## config.mk

```make
export PLATFORM = sky130hd
export DESIGN_NAME = seg_page_walker
export DESIGN_NICKNAME = d
export VERILOG_FILES = /design/src/rtl/walker_pkg.sv /design/src/rtl/walker_pte_upd.sv /design/src/rtl/walker_ctrl.sv /design/src/rtl/walker_datapath.sv /design/src/rtl/seg_page_walker.sv
export SDC_FILE = /design/constraint.sdc
export NUM_CORES = 1
export LEC_CHECK = 0
export ABC_CLOCK_PERIOD_IN_PS = 2900
export CORE_UTILIZATION = 58
export DETAILED_ROUTE_END_ITERATION = 10
export DONT_BUFFER_PORTS = 1
export HOLD_SLACK_MARGIN = 0.05
export PLACE_DENSITY = 0.76
export REMOVE_ABC_BUFFERS = 1
export SLEW_MARGIN = 20
export SYNTH_ARGS = -nofsm -noshare
export SYNTH_HDL_FRONTEND = slang
export SYNTH_HIERARCHICAL = 1
export SYNTH_SLANG_ARGS = --single-unit
```

## constraint.sdc

```tcl
create_clock -name clk -period 2.9 [get_ports clk]
set_clock_uncertainty 0.2 [all_clocks]
set_input_delay 0.725 -clock clk [delete_from_list [all_inputs] [get_ports clk]]
set_output_delay 0.725 -clock clk [all_outputs]
set_load 0.02 [all_outputs]
```

## src/rtl/walker_pkg.sv

```systemverilog
package walker_pkg;
  typedef enum logic [2:0] {
    ST_IDLE,
    ST_RD_SEG,
    ST_RD_PTE,
    ST_WR_PTE,
    ST_DONE,
    ST_FAULT
  } walk_state_e;

  localparam int BIT_VALID = 31;
  localparam int BIT_REF   = 30;
  localparam int BIT_MOD   = 29;
endpackage

```

## src/rtl/walker_pte_upd.sv

```systemverilog
module walker_pte_upd #(
  parameter int DW = 32
) (
  input  logic [DW-1:0] pte_in,
  input  logic          is_write,
  output logic [DW-1:0] pte_out,
  output logic          changed
);
  import walker_pkg::*;

  always_comb begin
    pte_out          = pte_in;
    pte_out[BIT_REF] = 1'b1;
    if (is_write) begin
      pte_out[BIT_MOD] = 1'b1;
    end
    changed = (pte_out != pte_in);
  end
endmodule

```

## src/rtl/walker_ctrl.sv

```systemverilog
module walker_ctrl (
  input  logic                    clk,
  input  logic                    rst_n,
  input  logic                    req_valid,
  input  logic                    mem_rvalid,
  input  logic                    seg_ok,
  input  logic                    pte_ok,
  input  logic                    pte_changed,
  output walker_pkg::walk_state_e state,
  output logic                    accept,
  output logic                    busy,
  output logic                    done,
  output logic                    fault,
  output logic                    mem_req,
  output logic                    mem_we
);
  import walker_pkg::*;

  walk_state_e state_q, state_d;

  always_comb begin
    state_d = state_q;
    case (state_q)
      ST_IDLE:   if (req_valid) state_d = ST_RD_SEG;
      ST_RD_SEG: if (mem_rvalid) state_d = seg_ok ? ST_RD_PTE : ST_FAULT;
      ST_RD_PTE: if (mem_rvalid) begin
                   if (!pte_ok)          state_d = ST_FAULT;
                   else if (pte_changed) state_d = ST_WR_PTE;
                   else                  state_d = ST_DONE;
                 end
      ST_WR_PTE: if (mem_rvalid) state_d = ST_DONE;
      ST_DONE:   state_d = ST_IDLE;
      ST_FAULT:  state_d = ST_IDLE;
      default:   state_d = ST_IDLE;
    endcase
  end

  always_ff @(posedge clk or negedge rst_n) begin
    if (!rst_n) state_q <= ST_IDLE;
    else        state_q <= state_d;
  end

  assign state   = state_q;
  assign accept  = (state_q == ST_IDLE) && req_valid;
  assign mem_req = (state_q == ST_RD_SEG) || (state_q == ST_RD_PTE) || (state_q == ST_WR_PTE);
  assign mem_we  = (state_q == ST_WR_PTE);
  assign busy    = mem_req;
  assign done    = (state_q == ST_DONE);
  assign fault   = (state_q == ST_FAULT);

  AST_END_ONE_SHOT: assert property (@(posedge clk) disable iff (!rst_n)
    (done || fault) |=> (!done && !fault && state_q == ST_IDLE));
endmodule

```

## src/rtl/walker_datapath.sv

```systemverilog
module walker_datapath #(
  parameter int SEG_W  = 4,
  parameter int PAGE_W = 8,
  parameter int OFF_W  = 12,
  parameter int PPN_W  = 12,
  parameter int AW     = 24,
  parameter int DW     = 32
) (
  input  logic                     clk,
  input  logic                     rst_n,
  input  walker_pkg::walk_state_e  state,
  input  logic                     accept,
  input  logic                     mem_rvalid,
  input  logic [DW-1:0]            mem_rdata,
  input  logic [SEG_W+PAGE_W+OFF_W-1:0] req_va,
  input  logic                     req_write,
  input  logic [AW-1:0]            seg_base,
  input  logic                     mem_req,
  input  logic                     mem_we,
  output logic                     seg_ok,
  output logic                     pte_ok,
  output logic                     pte_changed,
  output logic [AW-1:0]            mem_addr,
  output logic [DW-1:0]            mem_wdata,
  output logic [PPN_W+OFF_W-1:0]   pa
);
  import walker_pkg::*;

  localparam int VA_W     = SEG_W + PAGE_W + OFF_W;
  localparam int SEG_LSB  = PAGE_W + OFF_W;
  localparam int PAGE_LSB = OFF_W;

  logic [VA_W-1:0] va_q;
  logic            wr_q;
  logic [AW-1:0]   base_q;
  logic [AW-1:0]   ptb_q;
  logic [DW-1:0]   pte_q;
  logic [DW-1:0]   pte_new;

  logic ld_ptb, ld_pte;
  assign ld_ptb = (state == ST_RD_SEG) && mem_rvalid;
  assign ld_pte = (state == ST_RD_PTE) && mem_rvalid;

  walker_pte_upd #(.DW(DW)) u_upd (
    .pte_in  (mem_rdata),
    .is_write(wr_q),
    .pte_out (pte_new),
    .changed (pte_changed)
  );

  always_ff @(posedge clk or negedge rst_n) begin
    if (!rst_n) begin
      va_q   <= '0;
      wr_q   <= 1'b0;
      base_q <= '0;
    end else if (accept) begin
      va_q   <= req_va;
      wr_q   <= req_write;
      base_q <= seg_base;
    end
  end

  always_ff @(posedge clk or negedge rst_n) begin
    if (!rst_n)      ptb_q <= '0;
    else if (ld_ptb) ptb_q <= mem_rdata[AW-1:0];
  end

  always_ff @(posedge clk or negedge rst_n) begin
    if (!rst_n)      pte_q <= '0;
    else if (ld_pte) pte_q <= pte_new;
  end

  logic [SEG_W-1:0]  seg_idx;
  logic [PAGE_W-1:0] page_idx;
  assign seg_idx  = va_q[SEG_LSB +: SEG_W];
  assign page_idx = va_q[PAGE_LSB +: PAGE_W];

  always_comb begin
    if (state == ST_RD_SEG) mem_addr = base_q + AW'(seg_idx);
    else                    mem_addr = ptb_q + AW'(page_idx);
  end

  assign seg_ok    = mem_rdata[BIT_VALID];
  assign pte_ok    = mem_rdata[BIT_VALID];
  assign mem_wdata = pte_q;
  assign pa        = {pte_q[PPN_W-1:0], va_q[OFF_W-1:0]};

  AST_WB_REF_SET: assert property (@(posedge clk) disable iff (!rst_n)
    (mem_req && mem_we) |-> (mem_wdata[BIT_VALID] && mem_wdata[BIT_REF]));
endmodule

```

## src/rtl/seg_page_walker.sv

```systemverilog
module seg_page_walker #(
  parameter int SEG_W  = 4,
  parameter int PAGE_W = 8,
  parameter int OFF_W  = 12,
  parameter int PPN_W  = 12,
  parameter int AW     = 24,
  parameter int DW     = 32
) (
  input  logic                          clk,
  input  logic                          rst_n,
  input  logic                          req_valid,
  input  logic                          req_write,
  input  logic [SEG_W+PAGE_W+OFF_W-1:0] req_va,
  input  logic [AW-1:0]                 seg_base,
  output logic                          busy,
  output logic                          done,
  output logic                          fault,
  output logic [PPN_W+OFF_W-1:0]        pa,
  output logic                          mem_req,
  output logic                          mem_we,
  output logic [AW-1:0]                 mem_addr,
  output logic [DW-1:0]                 mem_wdata,
  input  logic                          mem_rvalid,
  input  logic [DW-1:0]                 mem_rdata
);
  import walker_pkg::*;

  walk_state_e state;
  logic accept, seg_ok, pte_ok, pte_changed;

  walker_ctrl u_ctrl (
    .clk        (clk),
    .rst_n      (rst_n),
    .req_valid  (req_valid),
    .mem_rvalid (mem_rvalid),
    .seg_ok     (seg_ok),
    .pte_ok     (pte_ok),
    .pte_changed(pte_changed),
    .state      (state),
    .accept     (accept),
    .busy       (busy),
    .done       (done),
    .fault      (fault),
    .mem_req    (mem_req),
    .mem_we     (mem_we)
  );

  walker_datapath #(
    .SEG_W(SEG_W), .PAGE_W(PAGE_W), .OFF_W(OFF_W),
    .PPN_W(PPN_W), .AW(AW), .DW(DW)
  ) u_dp (
    .clk        (clk),
    .rst_n      (rst_n),
    .state      (state),
    .accept     (accept),
    .mem_rvalid (mem_rvalid),
    .mem_rdata  (mem_rdata),
    .req_va     (req_va),
    .req_write  (req_write),
    .seg_base   (seg_base),
    .mem_req    (mem_req),
    .mem_we     (mem_we),
    .seg_ok     (seg_ok),
    .pte_ok     (pte_ok),
    .pte_changed(pte_changed),
    .mem_addr   (mem_addr),
    .mem_wdata  (mem_wdata),
    .pa         (pa)
  );

  AST_MEM_HOLD: assert property (@(posedge clk) disable iff (!rst_n)
    (mem_req && !mem_rvalid) |=> (mem_req && $stable(mem_addr) && $stable(mem_we)));
  AST_FAULT_QUIET: assert property (@(posedge clk) disable iff (!rst_n)
    fault |-> (!mem_req && !done));
  AST_BUSY_FROM_REQ: assert property (@(posedge clk) disable iff (!rst_n)
    $rose(busy) |-> $past(req_valid));
endmodule

```

==> impl_metrics.toml <==
[outcome]
status = "finished with violations"
violations = "hold timing, setup timing"

[floorplanning]
dieArea_sq_um = 10910
start_util_pct = 59.52
die_h_um = 104.5
die_w_um = 104.5
io_pins = 170
coreArea_sq_um = 10230
fp-row-count = 37

[layout]
regArea_sq_um = 2703
stdcell_count = 678
nets = 636
areaGrowthSynthToFinish_pct = 16.05
drive_above_1_share_pct = 47.79
fillCellCount = 707
antenna_cells = 0
stdcell_area_sq_um = 7067
multi_input_comb_area_sq_um = 3216

[global_routing]
grt_pass1_vias = 4158
track_usage_pct = 25.02
gr-total-overflow = 0
grt_pass1_wl_mm = 21.09
antenna_found_initial = 0
grt_max_degree = 109

[sta]
tightest_slew_ps = 517.2
fin_ws_ps = -604.2
slew_viol_final = 0
timing.final.crit_share_pct = 120.8
slew_headroom_pct = 65.37
holdWs_ps = -189.5
min_period_ps = 3504
setup_viol = 22
fmax_mhz = 285.4
hold_violations = 108
rsz0062_at_grt = "yes"

[setup_path]
cp.arrival_ps = 2580
path_class = "reg2out"
critPathLaunchType = "register"
endpoint_kind = "output port"
critPathMaxFanout = 6
cp-startpoint = "u_dp/base_q[0]"
reg2reg_from = "u_ctrl/state[1]"
required_ps = 1980

[synth]
seq_area_frac_synth_pct = 44.38
syn_area_sq_um = 6090
synth.distinct_cells = 59
synth_top_flop_cell = "dfrtp_1"
async_flop_share_pct = 100.0
synth_edf_count = 0
synth_seq_cells = 108
syn_inst = 520
yosys_warnings = 6
syn_area_per_cell_sq_um = 11.71

[routing]
drt_wl_total_mm = 13.41
vias = 3944
routed_via_density = 5.817
drt_iter0_drc = 140
drtAntennaViolNets = 0
wl_per_cell_um = 19.77
route.detailed.drc = 0
dr.pass1.iters = 4

[hold_path]
hp-class = "in2async"

[placed_design]
dp.cells = 645
io_buffers = 0
hpwl_mm = 8.835
gp_congestion = 0.8503
place_area_sq_um = 6269

[clocking]
htreeDepth = 3
root_buffer = "clkbuf_8"
clockBufferDepth = 2
clk_pin_slew_ps = 110
cts_sinks = 108
cts_tree = "yes"
worstSkewPairLatency_ps = 390
cts_buffers = 9

[flow_run]
maxCapViolations = 0
-- metrics by stage --
stage	utilization (%)	setup TNS [ps]	hold WS, ps	setup slack (ps)
floorplan	-	-245140	229.4	-3852
global placement	61.27	-2963	231.5	-249.0
detailed placement	61.27	-4135	231.7	-364.0
CTS	67.30	-9633	-200.3	-598.6
global route	69.07	-12230	-219.1	-702.9
finish	69.07	-10010	-189.5	-604.2
-- placed cells by master (no fill, tap or decap), types with 4 or more instances in the layout --
master,Yosys,routed
buf_4,61,72
xor2_1,14,13
clkbuf_8,0,11
nand4_1,7,7
o21ai_0,16,8
a21o_1,5,4
o21ai_1,1,6
a21oi_1,8,4
mux2i_1,13,13
xnor2_1,22,20
nand2_1,24,23
ha_4,0,9
buf_6,2,8
inv_1,8,7
nor2_1,14,12
buf_12,0,5
mux2_2,97,97
nor4_4,2,4
dfrtp_1,108,108
nand2b_1,5,4
o211ai_1,10,10
nand3_1,10,8
-- synth_stat cells (all sizes together), types with 3 or more instances --
cell	count	area share [%]
mux2	100	18
a21oi	9	0.92
nor3	6	0.58
ha	12	2.5
nand4	8	1.1
mux2i	13	2.1
and3	3	0.33
clkbuf	10	0.62
a21o	5	0.62
nor4	6	1.1
o21ai	17	1.4
buf	69	8.4
and2	3	0.31
or4	3	0.37
inv	8	0.49
xnor2	22	3.2
a211oi	4	0.49
xor2	14	2.0
nand2	24	1.5
dfrtp	108	44
nor4b	3	0.53
nor2	14	0.86
o211ai	11	1.4
and4	3	0.47
nand2b	5	0.51
nor3b	4	0.66
nand3	11	1.1
-- logic make-up after synthesis --
kind of cell	Yosys count	share of synthesized area, %
multiplexers	113	20.63
buffers and inverters	87	9.493
other	1	0.06158
AND/OR/NAND/NOR	102	10.54
adder cells (fa/ha/maj)	14	3.123
flip-flops	108	44.38
AO/OA/AOI/OAI	59	6.596
XOR/XNOR	36	5.178
-- per-layer routing --
| layer | share of wire (%) | global-route usage, % | vias up |
|---|---|---|---|
| li1 | - | - | 1826 |
| met1 | 40 | 29.40 | 1987 |
| met2 | 53 | 42.95 | 114 |
| met3 | 5.9 | 8.145 | 17 |
| met4 | 1.7 | 8.367 | 0 |
| met5 | 0 | 0 | - |
-- state kept, by name, summed over array words and instances (netlist names) --
register,flops
u_ctrl/state,3
u_dp/base_q,24
u_dp/mem_wdata,32
u_dp/ptb_q,24
u_dp/va_q,24
u_dp/wr_q,1
-- final timing paths --
path                                      to  slack [ps]  depth (start not counted)
hold / removal                u_dp/base_q[4]        -190                          0
setup reg to reg              u_dp/ptb_q[15]         800                          5
min in group clk           u_dp/mem_wdata[3]         260                          1
hold reg to reg               u_dp/base_q[3]         320                          1
max in group asynchronous  u_dp/mem_wdata[6]        2560                          0
setup / recovery                mem_addr[12]        -600                         10
-- timing repair --
item / in CTS / in global routing
buffers inserted: 9 / 9
gates cloned: 1 / 0
endpoints found under the hold margin: 108 / 108
pin swaps: 21 / 27
endpoints found under the setup margin: 23 / 22
resized for setup: 55 / 25
-- worst max-delay path, stage by stage, from the launching register on --
cell and delay (ps):
dfrtp_1 380, ha_2 200, inv_2 40, fa_2 360
nand2b_4 170, a21o_4 250, buf_6 120, nor3b_2 180
xnor2_1 90, o211ai_1 210, buf_4 180
-- area by class of cell --
type	count	share of cell area, %
multi-input combinational	325	45.50
sequential	108	38.24
tap	136	2.408
timing repair buffer	85	10.34
inverter	8	0.4249
clock buffer	11	2.142
clock inverter	5	0.9384
Power is left out: the tool's default activity adds up to more than one toggle a clock period on the data nets, which glitch-free logic cannot reach.
